$ cat src/rtl/mvec_store_pkg.sv
package mvec_store_pkg;

  localparam int ADDR_W = 64;
  localparam int WORD_W = 32;
  localparam int WORD_BYTES = WORD_W / 8;
  localparam logic [4:0] SP_SEL = 5'd31;

  // First register of the group: field scaled by the group size.
  function automatic logic [4:0] group_first(input logic quad, input logic [3:0] zt);
    return quad ? {zt[2:0], 2'b00} : {zt, 1'b0};
  endfunction

  // Start address: base plus signed multiplier times group footprint.
  function automatic logic [ADDR_W-1:0] group_start(input logic [ADDR_W-1:0] base,
                                                    input logic [3:0] imm,
                                                    input logic [ADDR_W-1:0] grp_bytes);
    logic [ADDR_W-1:0] mult;
    mult = {{(ADDR_W-4){imm[3]}}, imm};
    return base + mult * grp_bytes;
  endfunction

  // Leading-active count limited to the elements present.
  function automatic logic [15:0] sat_count(input logic [15:0] raw, input logic [15:0] total);
    return (raw > total) ? total : raw;
  endfunction

  function automatic logic sp_misaligned(input logic [ADDR_W-1:0] base);
    return base[3:0] != 4'd0;
  endfunction

endpackage

$ cat src/rtl/mvec_addr_gen.sv
module mvec_addr_gen
  import mvec_store_pkg::*;
#(
  parameter int VLEN  = 128,
  parameter int CNT_W = 5
) (
  input  logic              quad,
  input  logic [3:0]        zt,
  input  logic [3:0]        imm,
  input  logic [4:0]        rn,
  input  logic [ADDR_W-1:0] gpr_data,
  input  logic [ADDR_W-1:0] sp_value,
  input  logic [15:0]       pn_value,
  output logic [ADDR_W-1:0] start_addr,
  output logic [4:0]        first_reg,
  output logic [CNT_W-1:0]  active_cnt,
  output logic              none_active,
  output logic              sp_fault
);
  localparam int EPR = VLEN / WORD_W;
  localparam int PAIR_BYTES = 2 * EPR * WORD_BYTES;
  localparam int QUAD_BYTES = 4 * EPR * WORD_BYTES;

  logic [ADDR_W-1:0] base;
  logic [ADDR_W-1:0] grp_bytes;
  logic [15:0]       total;
  logic [15:0]       cnt16;
  logic              use_sp;

  assign use_sp    = (rn == SP_SEL);
  assign base      = use_sp ? sp_value : gpr_data;
  assign grp_bytes = quad ? ADDR_W'(QUAD_BYTES) : ADDR_W'(PAIR_BYTES);
  assign total     = quad ? 16'(4 * EPR) : 16'(2 * EPR);
  assign cnt16     = sat_count(pn_value, total);

  assign start_addr  = group_start(base, imm, grp_bytes);
  assign first_reg   = group_first(quad, zt);
  assign active_cnt  = CNT_W'(cnt16);
  assign none_active = (cnt16 == 16'd0);
  assign sp_fault    = use_sp && !none_active && sp_misaligned(base);

endmodule

$ cat src/rtl/mvec_lane_sel.sv
module mvec_lane_sel
  import mvec_store_pkg::*;
#(
  parameter int VLEN = 128,
  parameter int LG_EPR = 2
) (
  input  logic [VLEN-1:0]   vec,
  input  logic [LG_EPR-1:0] lane,
  output logic [WORD_W-1:0] word
);
  localparam int EPR = VLEN / WORD_W;

  logic [WORD_W-1:0] words [EPR];

  for (genvar g = 0; g < EPR; g++) begin : g_lane
    assign words[g] = vec[g*WORD_W +: WORD_W];
  end

  assign word = words[lane];

endmodule

$ cat src/rtl/mvec_store_ctrl.sv
module mvec_store_ctrl
  import mvec_store_pkg::*;
#(
  parameter int CNT_W = 5
) (
  input  logic              clk,
  input  logic              rst_n,
  input  logic              start_evt,
  input  logic              start_none,
  input  logic              start_fault,
  input  logic [ADDR_W-1:0] start_addr,
  input  logic [4:0]        start_first,
  input  logic [CNT_W-1:0]  start_cnt,
  input  logic              wr_ready,
  output logic              busy,
  output logic              done,
  output logic              fault,
  output logic [ADDR_W-1:0] addr_q,
  output logic [4:0]        first_q,
  output logic [CNT_W-1:0]  elem_q,
  output logic [CNT_W-1:0]  cnt_q,
  output logic              advance_evt,
  output logic              last_evt
);
  logic busy_q, done_q, fault_q;

  assign advance_evt = busy_q && wr_ready;
  assign last_evt    = advance_evt && (elem_q == cnt_q - CNT_W'(1));

  always_ff @(posedge clk or negedge rst_n) begin
    if (!rst_n) begin
      busy_q  <= 1'b0;
      done_q  <= 1'b0;
      fault_q <= 1'b0;
      addr_q  <= '0;
      first_q <= '0;
      elem_q  <= '0;
      cnt_q   <= '0;
    end else begin
      done_q  <= 1'b0;
      fault_q <= 1'b0;
      if (start_evt) begin
        addr_q  <= start_addr;
        first_q <= start_first;
        elem_q  <= '0;
        cnt_q   <= start_cnt;
        if (start_none) begin
          done_q <= 1'b1;
        end else if (start_fault) begin
          done_q  <= 1'b1;
          fault_q <= 1'b1;
        end else begin
          busy_q <= 1'b1;
        end
      end else if (advance_evt) begin
        if (last_evt) begin
          busy_q <= 1'b0;
          done_q <= 1'b1;
        end else begin
          elem_q <= elem_q + CNT_W'(1);
          addr_q <= addr_q + ADDR_W'(WORD_BYTES);
        end
      end
    end
  end

  assign busy  = busy_q;
  assign done  = done_q;
  assign fault = fault_q;

endmodule

$ cat src/rtl/mvec_store_seq.sv
module mvec_store_seq
  import mvec_store_pkg::*;
#(
  parameter int VLEN = 128
) (
  input  logic            clk,
  input  logic            rst_n,
  input  logic            req_valid,
  input  logic            req_quad,
  input  logic [3:0]      req_zt,
  input  logic [2:0]      req_pg,
  input  logic [4:0]      req_rn,
  input  logic [3:0]      req_imm,
  output logic            busy,
  output logic            done,
  output logic            fault,
  output logic [3:0]      pn_idx,
  input  logic [15:0]     pn_value,
  output logic [4:0]      gpr_idx,
  input  logic [63:0]     gpr_data,
  input  logic [63:0]     sp_value,
  output logic [4:0]      vrf_idx,
  input  logic [VLEN-1:0] vrf_data,
  output logic            wr_valid,
  input  logic            wr_ready,
  output logic [63:0]     wr_addr,
  output logic [31:0]     wr_data,
  output logic            wr_nt
);
  localparam int EPR    = VLEN / WORD_W;
  localparam int LG_EPR = $clog2(EPR);
  localparam int CNT_W  = $clog2(4 * EPR + 1);

  // Named events for the checker.
  logic              start_evt;
  logic              advance_evt;
  logic              last_evt;
  logic              none_active;
  logic              sp_fault;
  logic [ADDR_W-1:0] start_addr;
  logic [4:0]        first_reg;
  logic [CNT_W-1:0]  active_cnt;
  logic [ADDR_W-1:0] addr_q;
  logic [4:0]        first_q;
  logic [CNT_W-1:0]  elem_idx;
  logic [CNT_W-1:0]  act_cnt_q;

  assign start_evt = req_valid && !busy;
  assign pn_idx    = {1'b1, req_pg};
  assign gpr_idx   = req_rn;

  mvec_addr_gen #(.VLEN(VLEN), .CNT_W(CNT_W)) u_addr (
    .quad       (req_quad),
    .zt         (req_zt),
    .imm        (req_imm),
    .rn         (req_rn),
    .gpr_data   (gpr_data),
    .sp_value   (sp_value),
    .pn_value   (pn_value),
    .start_addr (start_addr),
    .first_reg  (first_reg),
    .active_cnt (active_cnt),
    .none_active(none_active),
    .sp_fault   (sp_fault)
  );

  mvec_store_ctrl #(.CNT_W(CNT_W)) u_ctrl (
    .clk        (clk),
    .rst_n      (rst_n),
    .start_evt  (start_evt),
    .start_none (none_active),
    .start_fault(sp_fault),
    .start_addr (start_addr),
    .start_first(first_reg),
    .start_cnt  (active_cnt),
    .wr_ready   (wr_ready),
    .busy       (busy),
    .done       (done),
    .fault      (fault),
    .addr_q     (addr_q),
    .first_q    (first_q),
    .elem_q     (elem_idx),
    .cnt_q      (act_cnt_q),
    .advance_evt(advance_evt),
    .last_evt   (last_evt)
  );

  mvec_lane_sel #(.VLEN(VLEN), .LG_EPR(LG_EPR)) u_lane (
    .vec (vrf_data),
    .lane(elem_idx[LG_EPR-1:0]),
    .word(wr_data)
  );

  assign vrf_idx  = first_q + 5'(elem_idx >> LG_EPR);
  assign wr_valid = busy;
  assign wr_addr  = addr_q;
  assign wr_nt    = busy;

endmodule

$ cat config.mk
export PLATFORM = sky130hd
export DESIGN_NAME = mvec_store_seq
export DESIGN_NICKNAME = d
export VERILOG_FILES = /design/src/rtl/mvec_store_pkg.sv /design/src/rtl/mvec_addr_gen.sv /design/src/rtl/mvec_lane_sel.sv /design/src/rtl/mvec_store_ctrl.sv /design/src/rtl/mvec_store_seq.sv
export SDC_FILE = /design/constraint.sdc
export NUM_CORES = 1
export LEC_CHECK = 0
export BUFFER_PORTS_ARGS = -buffer_cell sky130_fd_sc_hd__buf_2
export CAP_MARGIN = 20
export CORE_AREA = 2 2 158 160
export DETAILED_ROUTE_END_ITERATION = 8
export DIE_AREA = 0 0 160 162
export GPL_TIMING_DRIVEN = 0
export PLACE_DENSITY = 0.73
export SLEW_MARGIN = 5
export SYNTH_ARGS = -nofsm -noshare
export SYNTH_HDL_FRONTEND = slang
export SYNTH_SLANG_ARGS = --single-unit
$ cat constraint.sdc
create_clock -name clk -period 5.35 [get_ports clk]
set_clock_uncertainty 0.05 [all_clocks]
set_input_delay 0.535 -clock clk [delete_from_list [all_inputs] [get_ports clk]]
set_output_delay 0.535 -clock clk [all_outputs]
set_load 0.01 [all_outputs]
# --- Word-level counts from Yosys, hierarchy flattened ---
# Index checks and enable logic that the tools add are counted.
word_totals:
  register_bits: 82
  in_bits: 293
  output_inout_bits: 115
  elab_cells: 60
classes:
  n_addsub: 5
  mul: 1
  order_cmp: 2
  n_eq_ne: 5
  mux: 26
  bitwise: 1
  reduce_logical: 13
ops:
  columns: ["operator", "n"]
  rows:
  - ["64-bit two-way mux", 4]
  - ["64-bit by 3-bit adder with 64-bit output (second input constant)", 1]
  - ["64-bit adder", 1]
  - ["32-bit binary-select mux with 2-bit select", 1]
  - ["32-bit two-way mux", 2]
  - ["5-bit two-way mux", 5]
  - ["16-bit > comparator", 1]
  - ["16-bit logical NOT", 1]
  - ["16-bit two-way mux", 1]
  - ["4-bit by 8-bit multiplier with 12-bit output", 1]
  - ["1-bit two-way mux", 12]
  - ["7-bit two-way mux", 1]
  - ["2-bit != test (second input constant)", 3]
  - ["5-bit by 1-bit adder with 5-bit output (second input constant)", 1]
  - ["5-bit by 3-bit adder with 5-bit output", 1]
  - ["5-bit equality test", 1]
  - ["5-bit equality test (second input constant)", 1]
  - ["1-bit logical AND", 5]
  - ["5-bit by 1-bit subtractor with 5-bit output (second input constant)", 1]
  - ["4-bit AND reduction", 1]
  - ["2-bit nonzero test", 2]
  - ["4-bit nonzero test", 1]
  - ["3-bit greater-or-equal comparator (second input constant)", 1]
  - ["2-bit NOT with 3-bit output", 1]
  - ["2 further kinds", 3]

# --- Logic depth before layout (Yosys ltp) ---
# Gate-level depths: netlist (run 1).
logic_depth:
  ltp_word: 10
  depth_mapped: 31
  ltp_nobuf: 25

# --- Cells and area by module ---
# A second synthesis (run 1) with hierarchy kept.
hier_totals:
  cells_unflattened: 1385
  area_unflattened_um2: 11145.7
by_module_without_submodules:
  columns: ["module", "n_inst", "cells_each", "area_each_um2", "seq_area_each_um2"]
  rows:
  - ["mvec_addr_gen", 1, 817, 5331.4, 0.0]
  - ["mvec_store_ctrl", 1, 501, 4769.6, 2052.0]
  - ["mvec_lane_sel", 1, 39, 814.5, 0.0]
  - ["mvec_store_seq", 1, 28, 230.2, 0.0]

# --- Worst setup path after synthesis (run 1) ---
# Ideal clock, no wire load.
synth_path:
  path_kind: "input -> register"
  start: "input port req_quad"
  end: "register u_ctrl.addr_q[63]"
  setup_ns: 0.094
  arrival_ns: 6.980
  required_time_ns: 5.206
  setup_slack_ns: -1.774
  cell_stages: 28
  n_path_buf: 6
  path_cell_list: "clkbuf_1 > nand2_1 > fa_1 > inv_1 > ha_1 > ha_1 > ha_1 > nand4b_1 > a21o_1 > nand4_4 > inv_2 > buf_6 > buf_4 > buf_2 > buf_2 > buf_2 > ha_1 > a2111o_1 > o211a_1 > nor4_2 > o22ai_1 > a41oi_2 > o221ai_2 > a21o_1 > a211o_1 > nand3_1 > mux2_1 > a211oi_1"
synth_via:
  elab_chain_len: 4
synth_lines:
  columns: ["element", "line", "rtl"]
  rows:
  - ["start, declared", "mvec_store_seq.sv:9", "input logic req_quad,"]
  - ["7-bit two-way mux", "mvec_addr_gen.sv:32", "assign grp_bytes = quad ? ADDR_W'(QUAD_BYTES) : ADDR_W'(PAIR_BYTES);"]
  - ["4-bit by 8-bit multiplier with 12-bit output", "mvec_store_pkg.sv:19", "return base + mult * grp_bytes;"]
  - ["64-bit adder", "mvec_store_pkg.sv:19", null]
  - ["64-bit two-way mux", "mvec_store_ctrl.sv:42", "if (start_evt) begin"]
  - ["end signal, assigned", "mvec_store_ctrl.sv:43", "addr_q <= start_addr;"]
  - ["end signal, assigned", "mvec_store_ctrl.sv:61", "addr_q <= addr_q + ADDR_W'(WORD_BYTES);"]
  - ["end, declared", "mvec_store_ctrl.sv:18", "output logic [ADDR_W-1:0] addr_q,"]
# No other way between the ends.
# A chain may end at the register's enable or synchronous reset.

# --- Worst setup path in the final report (run 1) ---
layout_path:
  start: "input port req_quad"
  end: "register u_ctrl.addr_q[59]"
# The elaborated chain is that of the path after synthesis.

==> results by group, run 1 <==
Logic synthesis
  – Dominant cells by area after synthesis: dfrtp_1 (19%), nand2_1 (8.6%), xnor2_1 (8.4%)
  – Syn Nets: 1702
  – Leading area contributor after synthesis: dfrtp_1
  – FF+latch count, synth: 81
  – Avg Inst Size Synth: 7.89 µm²
  – Fraction of registers with async set/reset: 100%
  – Top_reg_cell synth: dfrtp_1
  – Post-synth EDFFs: 0
  – Sequential area share after synthesis: 19.1%
  – Count leader, synth: nand2_1
  – Syn Std Cell Area: 0.0106 mm²
  – Synth top area share: 19.1%
  – Number of distinct library cells after synthesis: 90
  – Most frequent cells after synthesis: nand2_1 (244), xnor2_1 (102), nor2_1 (82)
  – Cells after Synth: 1342
  – Yosys warning total: 0

Drt
  – Routed Antenna Nets: 0
  – Routed WL per cell: 22.3 µm
  – First drt pass iteration count: 7
  – Met1 WL: 17600 µm
  – Routed WL: 47500 µm
  – Vias: 12536
  – WL met2: 22600 µm
  – Initial DRC count: 1053
  – Vias per Instance: 5.87
  – Metal3 WL: 3800 µm
  – Drt drc: 0
  – Top sig layer: met4

Timing
  – Peak Freq: 179 MHz
  – Setup violations, final: 8
  – Count of final max-slew check failures: 0
  – Crit share post-route: 105%
  – RSZ-0062 raised after global routing: yes
  – Final Hold Fails: 0
  – Least-Margin Pin Slew: 0.858 ns
  – Final worst slack: -0.252 ns
  – Worst slew margin: 41.2%
  – Fin crit period: 5.60 ns

Critical path
  – Worst Reg-to-Reg Cells: 16
  – WP buf/inv: 8
  – Crit path arrival time: 5.74 ns
  – Setup crit end kind: flip-flop
  – CP max-delay cell: fa_1
  – Worst path most repeated cell: ha_4
  – Biggest cell delay along the critical path: 0.52 ns
  – Critical Path RT: 5.48 ns
  – Setup CP Type: in2reg
  – Worst reg-to-reg setup slack: 1.25 ns
  – Startpoint Class: input port
  – Maximum fanout along the worst path: 6
  – Reg2reg start: u_ctrl.cnt_q[0]
  – Setup crit start: req_quad
  – R2r endpoint: u_ctrl.addr_q[63]
  – Kind of cell adding the most delay to the critical path: compound AO/OA/AOI/OAI gates

Finish
  – Fillers: 2205
  – Share of cells above drive strength 1: 36.4%
  – Post-Route Utilization: 59.9%
  – Final Cell Area: 0.0144 mm²
  – Layout area overhead: 36.3%
  – Nets@finish: 2163
  – Reg area: 0.00203 mm²
  – Multi-input gate area: 0.00853 mm²

Clocking
  – TritonCTS clock tree: yes
  – H-tree lvl count: 3
  – CTS Sinks: 81
  – Max Root-Sink Buffers: 2
  – Skew-Pair Late Insertion Delay: 0.35 ns
  – Cts bufs inserted: 9
  – Worst-path clk slew: 0.07 ns
  – Root buf cell: clkbuf_16
  – Quantity of hold-fixing buffers added after cts: 0

GRT
  – GRT Overall Usage: 35.0%
  – Global-route wire length before repair: 69300 µm
  – Initial antenna violation count: 5
  – Largest net degree at the start of global routing: 46
  – GRT overflow: 0
  – Number of global-route vias before repair: 11836

Floorplanning
  – IO Count: 408
  – Die width: 160 µm
  – Die Area: 0.0259 mm²
  – Core Area: 0.0241 mm²
  – Die Height: 162 µm
  – Row cnt: 57
  – Initial Util: 43.9%

Power
  – Worst VDD drop: 207 µV
  – LEAKAGE: 6.73 nW
  – PD cells: 367 mW/mm²

Worst hold path
  – HP Class: in2async

Flow run
  – # Max-Cap Violations: 0

Run status
  – Violated checks: negative setup slack
  – Status: finished, violations left

Placement
  – Routability congestion estimate: 1.01
  – Post-DP Area: 0.0132 mm²
  – Post-DP HPWL: 37700 µm
  – Port bufs: 401
-- per-layer routing --
metal | vias up | track usage (%)
li1 | 5744 | -
met1 | 5928 | 40.8
met2 | 699 | 60.2
met3 | 165 | 5.75
met4 | 0 | 22.3
met5 | - | 0
-- cells in the final DEF (no fill, tap or decap), drive strengths merged, types with 13 or more instances in the layout --
cell type and instances:
mux4 32, xor2 48, a21o 20, o21ai 93, xnor2 104, dfrtp 81, a21oi 77, nor4 18
clkbuf 40, nor2 84, and2 13, a31oi 18, nor3 34, nand4 27, o211ai 14, ha 64
buf 492, inv 46, and3 23, mux2i 42, nand2 245, nand3 45
-- power by group --
part | internal, mW | switching [mW] | total (mW)
clock | 0.340 | 0.273 | 0.613
sequential | 0.894 | 0.320 | 1.21
combinational | 1.52 | 1.95 | 3.47
-- timing repair --
| action | 4_1_cts | 5_1_grt |
|---|---|---|
| pin swaps | 52 | 34 |
| buffers inserted | 45 | 11 |
| gates resized for setup | 63 | 51 |
| gates cloned | 3 | 0 |
| setup endpoints to repair | 42 | 32 |
-- worst max-delay path by stage --
stage                     depth (start not counted)  slack, ns           endpoint
after floorplan                                  28      -0.61  u_ctrl.addr_q[63]
after global placement                           28      -1.52  u_ctrl.addr_q[63]
after CTS                                        27      -0.31  u_ctrl.addr_q[63]
final                                            28      -0.25  u_ctrl.addr_q[59]
after detailed placement                         28      -1.61  u_ctrl.addr_q[57]
after global routing                             28      -0.34  u_ctrl.addr_q[59]
-- layout make-up --
cell class	instances	share of cell area [%]
timing repair buffer	457	17.8
clock buffer	12	1.78
inverter	48	1.31
tap	324	2.81
sequential	81	14.0
antenna	4	0.0693
clock inverter	4	0.191
multi-input combinational	1140	59.1
buffer	66	2.88
-- worst register-to-register path, cell delays in order, from the launching register on --
cell and delay (ns):
dfrtp_1 0.41, inv_1 0.09, ha_1 0.16, nor2b_1 0.19, or3_1 0.13, o211ai_1 0.08, o211ai_1 0.17, and3_1 0.21
buf_2 0.19, nand4_1 0.51, nor2_1 0.68, and4_1 0.26, clkbuf_2 0.21, nand4_1 0.17, xnor2_1 0.21, nor2_1 0.07
a211oi_2 0.21
-- registers in the layout, indices dropped and copies added, names as in the netlist --
register / cells
u_ctrl.busy: 1
u_ctrl.cnt_q: 5
u_ctrl.elem_q: 5
u_ctrl.addr_q: 64
u_ctrl.first_q: 4
u_ctrl.fault: 1
u_ctrl.done: 1
-- cells by family after synthesis --
logic type	share of synthesized area, %
other	0.0354
adder cells (fa/ha/maj)	8.52
multiplexers	12.1
flip-flops	19.1
AND/OR/NAND/NOR	23.7
XOR/XNOR	12.7
buffers and inverters	5.40
AO/OA/AOI/OAI	18.4
-- per-stage QoR --
stage / setup WS [ns] / power, mW / setup TNS (ns) / cells / hold slack [ns]
6_report: -0.252 / 5.29 / -1.33 / 2136 / 0.104
5_1_grt: -0.336 / 5.56 / -2.22 / 2136 / 0.138
4_1_cts: -0.311 / 5.16 / -2.23 / 2128 / 0.121
3_5_place_dp: -1.61 / 4.35 / -42.56 / 2068 / 0.430
3_3_place_gp: -1.52 / 4.30 / -38.74 / 2067 / 0.425
2_1_floorplan: -0.610 / 3.13 / -4.71 / 1342 / 0.189
Note: power is estimated with default switching activity, not from simulation.
==> inputs of run 2 (changes only) <==
--- a/config.mk
+++ b/config.mk
@@ -7,11 +7,13 @@
 export LEC_CHECK = 0
 export BUFFER_PORTS_ARGS = -buffer_cell sky130_fd_sc_hd__buf_2
 export CAP_MARGIN = 20
-export CORE_AREA = 2 2 158 160
+export CELL_PAD_IN_SITES_DETAIL_PLACEMENT = 2
+export CELL_PAD_IN_SITES_GLOBAL_PLACEMENT = 2
+export CORE_MARGIN = 1
+export CORE_UTILIZATION = 30
 export DETAILED_ROUTE_END_ITERATION = 8
-export DIE_AREA = 0 0 160 162
 export GPL_TIMING_DRIVEN = 0
-export PLACE_DENSITY = 0.73
+export PLACE_DENSITY_LB_ADDON = 0.1
 export SLEW_MARGIN = 5
 export SYNTH_ARGS = -nofsm -noshare
 export SYNTH_HDL_FRONTEND = slang
==> run 2 against run 1 <==
- the flow still finishes with violations (negative setup slack)
- first-iteration DRC count shrank 48%
- die area grew 39%
- non-clock buffer count grew 9
- critical path depth shrank 3
- highest routed layer is now met5
==> results by group, run 2 (same netlist as run 1, synthesis figures left out) <==
Critical path
  – CP max-delay cell: fa_1
  – Maximum fanout along the worst path: 6 (unchanged)
  – Worst reg-to-reg setup slack: 1.26 ns (about the same)
  – Setup CP Type: in2reg
  – Biggest cell delay along the critical path: 0.51 ns (about the same)
  – Setup crit end kind: flip-flop
  – Startpoint Class: input port
  – Reg2reg start: u_ctrl.elem_q[0]
  – R2r endpoint: u_ctrl.addr_q[63]
  – Critical Path RT: 5.57 ns (+0.09 ns)
  – Crit path arrival time: 5.83 ns (+0.09 ns)
  – Worst path most repeated cell: ha_4
  – Worst Reg-to-Reg Cells: 14 (-2)

Floorplanning
  – Initial Util: 30.6% (-13 points)
  – Die Area: 0.0361 mm² (+39%)
  – IO Count: 408 (unchanged)
  – Row cnt: 68 (+19%)
  – Die width: 190 µm (+19%)
  – Core Area: 0.0346 mm² (+44%)
  – Die Height: 190 µm (+17%)

Placement
  – Cell count after placement: 2199 (+6.3%)
  – Port bufs: 401 (unchanged)
  – Routability congestion estimate: 0.870 (-14%)
  – Post-DP HPWL: 44400 µm (+18%)
  – Dpl ws: -2.00 ns (-0.386 ns)
  – Post-DP Area: 0.0134 mm² (+1.2%)

Finish
  – Final instance count without filler cells: 2270 (+6.3%)
  – Share of cells above drive strength 1: 37.4% (+0.93 points)
  – Most common cell after layout, fill and taps aside: buf_2
  – Top flop regs: u_ctrl.addr_q: 64 flops, u_ctrl.cnt_q: 5 flops, u_ctrl.elem_q: 5 flops
  – Nets@finish: 2172 (+0.42%)
  – Final Cell Area: 0.0148 mm² (+2.4%)
  – Highest-count cells in the layout ignoring fill and taps: buf_2 (405), nand2_1 (241), xnor2_1 (92)
  – Post-Route Utilization: 42.7% (-17 points)
  – Max reg flops: 64 (unchanged)
  – Largest Register: u_ctrl.addr_q
  – Layout area overhead: 39.6%
  – Fillers: 4037 (+83%)

Power
  – PD cells: 372 mW/mm² (+1.5%)
  – Switch Pwr: 2.63 mW (+3.3%)
  – Clock share of power: 13.1% (+1.5 points)
  – PnR Total Power: 5.50 mW (+4.0%)
  – Logic pwr share: 64.0% (-1.5 points)
  – Switching Fraction: 47.7% (-0.31 points)
  – LEAKAGE: 6.85 nW (+1.8%)
  – Int Pwr: 2.88 mW (+4.6%)
  – Sequential share of power: 22.9% (about the same)
  – Worst VDD drop: 175 µV (-15%)

Drt
  – Routed WL: 56300 µm (+18%)
  – Drt drc: 0 (unchanged)
  – Routed WL per cell: 24.8 µm (+11%)
  – Vias per Instance: 5.54 (-5.6%)
  – Initial DRC count: 552 (-48%)
  – Routed Antenna Nets: 0 (unchanged)
  – First drt pass iteration count: 5 (-2)
  – Vias: 12580 (+0.35%)

Flow run
  – # Max-Cap Violations: 0 (unchanged)

Run status
  – Violated checks: negative setup slack
  – Status: finished, violations left

Timing
  – Final worst slack: -0.262 ns (-0.00995 ns)
  – RSZ-0062 raised after global routing: yes
  – Count of final max-slew check failures: 0 (unchanged)
  – Setup TNS Final: -1.91 ns (-0.582 ns)
  – Setup violations, final: 17 (+9)
  – Hold Slack: 0.121 ns (+0.0164 ns)
  – Fin crit period: 5.61 ns (+0.00995 ns)
  – Crit share post-route: 105% (+0.19 points)
  – Peak Freq: 178 MHz (-0.18%)
  – Least-Margin Pin Slew: 1.10 ns (+0.240 ns)
  – Worst slew margin: 24.7% (-16 points)
  – Final Hold Fails: 0 (unchanged)

GRT
  – Global-route wire length before repair: 82400 µm (+19%)
  – Number of global-route vias before repair: 13559 (+15%)
  – Largest net degree at the start of global routing: 45 (-2.2%)
  – GRT Overall Usage: 30.3% (-4.8 points)
  – GRT overflow: 0 (unchanged)
  – Initial antenna violation count: 2 (-3)

Worst hold path
  – HP Class: in2async

Clocking
  – CTS Sinks: 81 (unchanged)
  – TritonCTS clock tree: yes
  – Quantity of hold-fixing buffers added after cts: 0 (unchanged)
  – Max Root-Sink Buffers: 2 (unchanged)
  – Root buf cell: clkbuf_16
  – H-tree lvl count: 3 (unchanged)
  – Cts bufs inserted: 9 (unchanged)
  – Skew-Pair Late Insertion Delay: 0.37 ns (+0.02 ns)
  – Worst-path clk slew: 0.06 ns (about the same)
run 2: cell types whose count changed in the layout (fill, tap and decap cells not counted), moves of 5 or more:
cell / change
buf_4: +11
ha_1: +8
ha_4: -5
o21ai_0: -8
o21ai_1: +7
xnor2_1: -7
xnor2_2: +6
run 2: worst max-delay path by stage:
stage / start / end / slack [ns] / depth (start not counted)
global placement: req_imm[3] / u_ctrl.addr_q[57] / -1.92 / 28
detailed placement: req_imm[3] / u_ctrl.addr_q[57] / -2.00 / 28
global route: req_quad / u_ctrl.addr_q[57] / -0.43 / 25
CTS: req_quad / u_ctrl.addr_q[63] / -0.60 / 29
floorplan: req_quad / u_ctrl.addr_q[63] / -0.61 / 28
finish: req_quad / u_ctrl.addr_q[57] / -0.26 / 25
run 2: layout make-up:
cell class | count | area (µm²) | share of cell area, %
flip-flops and latches | 81 | 2030 | 13.7
clock inverters | 4 | 95.1 | 0.643
multi-input cells | 1140 | 8670 | 58.6
clock buffers | 9 | 225 | 1.52
inverters | 48 | 189 | 1.28
diodes | 1 | 2.50 | 0.0169
well taps | 455 | 569 | 3.85
plain buffers | 67 | 413 | 2.79
repair buffers | 465 | 2600 | 17.6
run 2: routing by layer:
metal	up-vias	GRT usage, %	routed length, µm
li1	5730	-	-
met1	6396	36.1	22800
met2	367	55.8	29100
met3	85	2.71	2420
met4	2	11.2	1930
met5	-	0	13
run 2: timing repair:
item,CTS,global route
gates cloned,2,0
pin swaps,30,38
resized for setup,71,70
buffers inserted,49,21
setup endpoints to repair,49,44
run 2: worst max-delay path: cells and delay by family:
family	cells	cell delay, ns
AO/OA/AOI/OAI	11	2.72
AND/OR/NAND/NOR	4	0.60
adder cells (fa/ha/maj)	5	1.39
buffers and inverters	5	0.56
run 2: power groups by stage:
stage | sequential [mW] | clock, mW | combinational (mW)
2_1_floorplan | 1.28 | 0 | 1.86
3_3_place_gp | 1.25 | 0 | 3.11
3_5_place_dp | 1.26 | 0 | 3.19
4_1_cts | 1.25 | 0.734 | 3.39
5_1_grt | 1.30 | 0.751 | 3.78
6_report | 1.26 | 0.723 | 3.52
==> inputs of run 3 (changes only) <==
--- a/config.mk
+++ b/config.mk
@@ -5,7 +5,7 @@
 export SDC_FILE = /design/constraint.sdc
 export NUM_CORES = 1
 export LEC_CHECK = 0
-export BUFFER_PORTS_ARGS = -buffer_cell sky130_fd_sc_hd__buf_2
+export BUFFER_PORTS_ARGS = -buffer_cell sky130_fd_sc_hd__buf_4
 export CAP_MARGIN = 20
 export CELL_PAD_IN_SITES_DETAIL_PLACEMENT = 2
 export CELL_PAD_IN_SITES_GLOBAL_PLACEMENT = 2
==> run 3 against run 2 <==
- maximum frequency decreased by 2.5%
- combinational power is 9.4% higher
- sequential share of layout area fell by 1.0 points
- core utilization is 3.4 points higher
- via count up 1.4%
- routed wire length grew 4.4%
- critical endpoint is now u_ctrl.addr_q[63]
- non-clock buffer count rose by 10
- global-route usage up 0.21 points
- setup slack lost 0.15 ns
- largest cell class unchanged
- clock power is 11% higher
- flip-flop and latch count is the same
- the flow still finishes with violations (negative setup slack)
- highest routed layer unchanged
- sequential power hardly changed
==> results by group, run 3 (same netlist as run 1, synthesis figures left out) <==
Critical path
  – Worst Reg-to-Reg Cells: 16 (+2)
  – Crit path arrival time: 5.99 ns (+0.16 ns)
  – Critical Path RT: 5.58 ns (about the same)
  – Startpoint Class: input port
  – Setup CP Type: in2reg
  – Reg2reg start: u_ctrl.cnt_q[0]
  – Setup crit end kind: flip-flop
  – Worst reg-to-reg setup slack: 1.23 ns (-0.03 ns)
  – Maximum fanout along the worst path: 6 (unchanged)
  – R2r endpoint: u_ctrl.addr_q[63]

Clocking
  – TritonCTS clock tree: yes
  – Skew-Pair Late Insertion Delay: 0.37 ns (about the same)
  – Root buf cell: clkbuf_16
  – Max Root-Sink Buffers: 2 (unchanged)
  – CTS Sinks: 81 (unchanged)
  – Worst-path clk slew: 0.06 ns (about the same)
  – Quantity of hold-fixing buffers added after cts: 0 (unchanged)
  – H-tree lvl count: 3 (unchanged)
  – Cts bufs inserted: 9 (unchanged)

Drt
  – Met1 WL: 23200 µm (+2.1%)
  – Initial DRC count: 563 (+2.0%)
  – Routed WL: 58800 µm (+4.4%)
  – Routed Antenna Nets: 0 (unchanged)
  – Top sig layer: met5
  – WL met2: 30600 µm (+4.9%)
  – Routed WL per cell: 25.7 µm (+3.8%)
  – Vias per Instance: 5.59 (+0.82%)
  – First drt pass iteration count: 5 (unchanged)
  – Metal3 WL: 2730 µm (+13%)
  – Drt drc: 0 (unchanged)
  – Vias: 12761 (+1.4%)

Timing
  – RSZ-0062 raised after global routing: yes
  – Setup violations, final: 31 (+14)
  – Peak Freq: 174 MHz (-2.5%)
  – Final worst slack: -0.408 ns (-0.146 ns)
  – Setup TNS Final: -5.05 ns (-3.14 ns)
  – Count of final max-slew check failures: 0 (unchanged)
  – Least-Margin Pin Slew: 1.10 ns (+0.00170 ns)
  – Final Hold Fails: 0 (unchanged)
  – Fin crit period: 5.76 ns (+0.146 ns)
  – Crit share post-route: 108% (+2.7 points)
  – Worst slew margin: 24.6% (-0.12 points)

Run status
  – Status: finished, violations left
  – Violated checks: negative setup slack

Floorplanning
  – Initial Util: 30.6% (unchanged)
  – Core Area: 0.0346 mm² (unchanged)
  – Die width: 190 µm (unchanged)
  – Row cnt: 68 (unchanged)
  – IO Count: 408 (unchanged)
  – Die Height: 190 µm (unchanged)
  – Die Area: 0.0361 mm² (unchanged)

Finish
  – Final instance count without filler cells: 2284 (+0.62%)
  – Post-Route Utilization: 46.1% (+3.4 points)
  – Layout area overhead: 50.7%
  – Largest Register: u_ctrl.addr_q
  – Most common cell after layout, fill and taps aside: buf_4
  – Nets@finish: 2182 (+0.46%)
  – Highest-count cells in the layout ignoring fill and taps: buf_4 (463), nand2_1 (239), xnor2_1 (94)
  – Top flop regs: u_ctrl.addr_q: 64 flops, u_ctrl.cnt_q: 5 flops, u_ctrl.elem_q: 5 flops
  – Share of cells above drive strength 1: 38.1% (+0.72 points)
  – Max reg flops: 64 (unchanged)

GRT
  – Global-route wire length before repair: 82900 µm (+0.61%)
  – GRT overflow: 0 (unchanged)
  – Initial antenna violation count: 3 (+1)
  – Number of global-route vias before repair: 13609 (+0.37%)
  – GRT Overall Usage: 30.5% (+0.21 points)
  – Largest net degree at the start of global routing: 46 (+2.2%)

Worst hold path
  – HP Class: in2async

Flow run
  – # Max-Cap Violations: 0 (unchanged)

Power
  – PnR Total Power: 5.92 mW (+7.5%)
  – LEAKAGE: 7.24 nW (+5.7%)
  – Worst VDD drop: 187 µV (+6.7%)
  – PD cells: 371 mW/mm² (-0.37%)

Placement
  – Routability congestion estimate: 0.882 (+1.4%)
  – Dpl ws: -1.93 ns (+0.0659 ns)
  – Port bufs: 401 (unchanged)
  – Post-DP HPWL: 44800 µm (+0.73%)
  – Cell count after placement: 2200 (+0.045%)
[run 3: what timing repair did]
action / in CTS / in global routing
cloned: 2 / 0
pin swaps: 28 / 52
setup endpoints to repair: 48 / 42
resized for setup: 49 / 106
buffers inserted: 37 / 34
[run 3: per-layer routing]
metal | global-route usage (%) | vias up
met5 | 0 | -
met3 | 2.99 | 108
met1 | 35.6 | 6468
met2 | 57.9 | 429
li1 | - | 5754
met4 | 9.06 | 2
[run 3: cell type report]
class	instances	area [µm²]
inverter	48	189
buffer	67	420
fill	3937	18700
timing repair buffer	475	3740
sequential	81	2030
multi-input combinational	1140	8650
antenna	2	5.00
tap	455	569
clock buffer	9	225
clock inverter	7	143
[run 3: worst max-delay path by stage]
| stage | from | to |
|---|---|---|
| floorplan | req_quad | u_ctrl.addr_q[63] |
| global placement | req_quad | u_ctrl.addr_q[57] |
| detailed placement | req_quad | u_ctrl.addr_q[57] |
| CTS | req_quad | u_ctrl.addr_q[63] |
| global route | req_quad | u_ctrl.addr_q[63] |
| finish | req_quad | u_ctrl.addr_q[63] |
[run 3: metrics by stage]
stage | hold WS [ns] | instance area [µm²]
final | 0.107 | 16000
after global routing | 0.141 | 16000
after CTS | 0.124 | 15400
after detailed placement | 0.446 | 14400
after global placement | 0.426 | 14400
after floorplan | 0.189 | 10800
[run 3: where the power goes]
group	internal, mW	switching [mW]	total, mW
clock network	0.505	0.294	0.799
registers	0.894	0.374	1.27
logic	1.82	2.03	3.85
total	3.22	2.70	5.92
[run 3: critical path, cell delays in order]
cell,delay (ns)
buf_8,0.08
clkbuf_16,0.13
nand2_4,0.04
fa_1,0.53
inv_2,0.05
ha_4,0.24
ha_4,0.24
ha_4,0.26
nand4b_1,0.19
a21o_1,0.24
nand4_4,0.14
clkinv_4,0.14
buf_16,0.17
ha_4,0.17
a2111o_1,0.45
o211a_4,0.28
nor4_4,0.30
buf_4,0.17
o22ai_2,0.06
a41oi_2,0.28
o221ai_4,0.18
a21o_4,0.26
a211o_1,0.30
nand3_2,0.09
mux2_4,0.30
a211oi_2,0.14
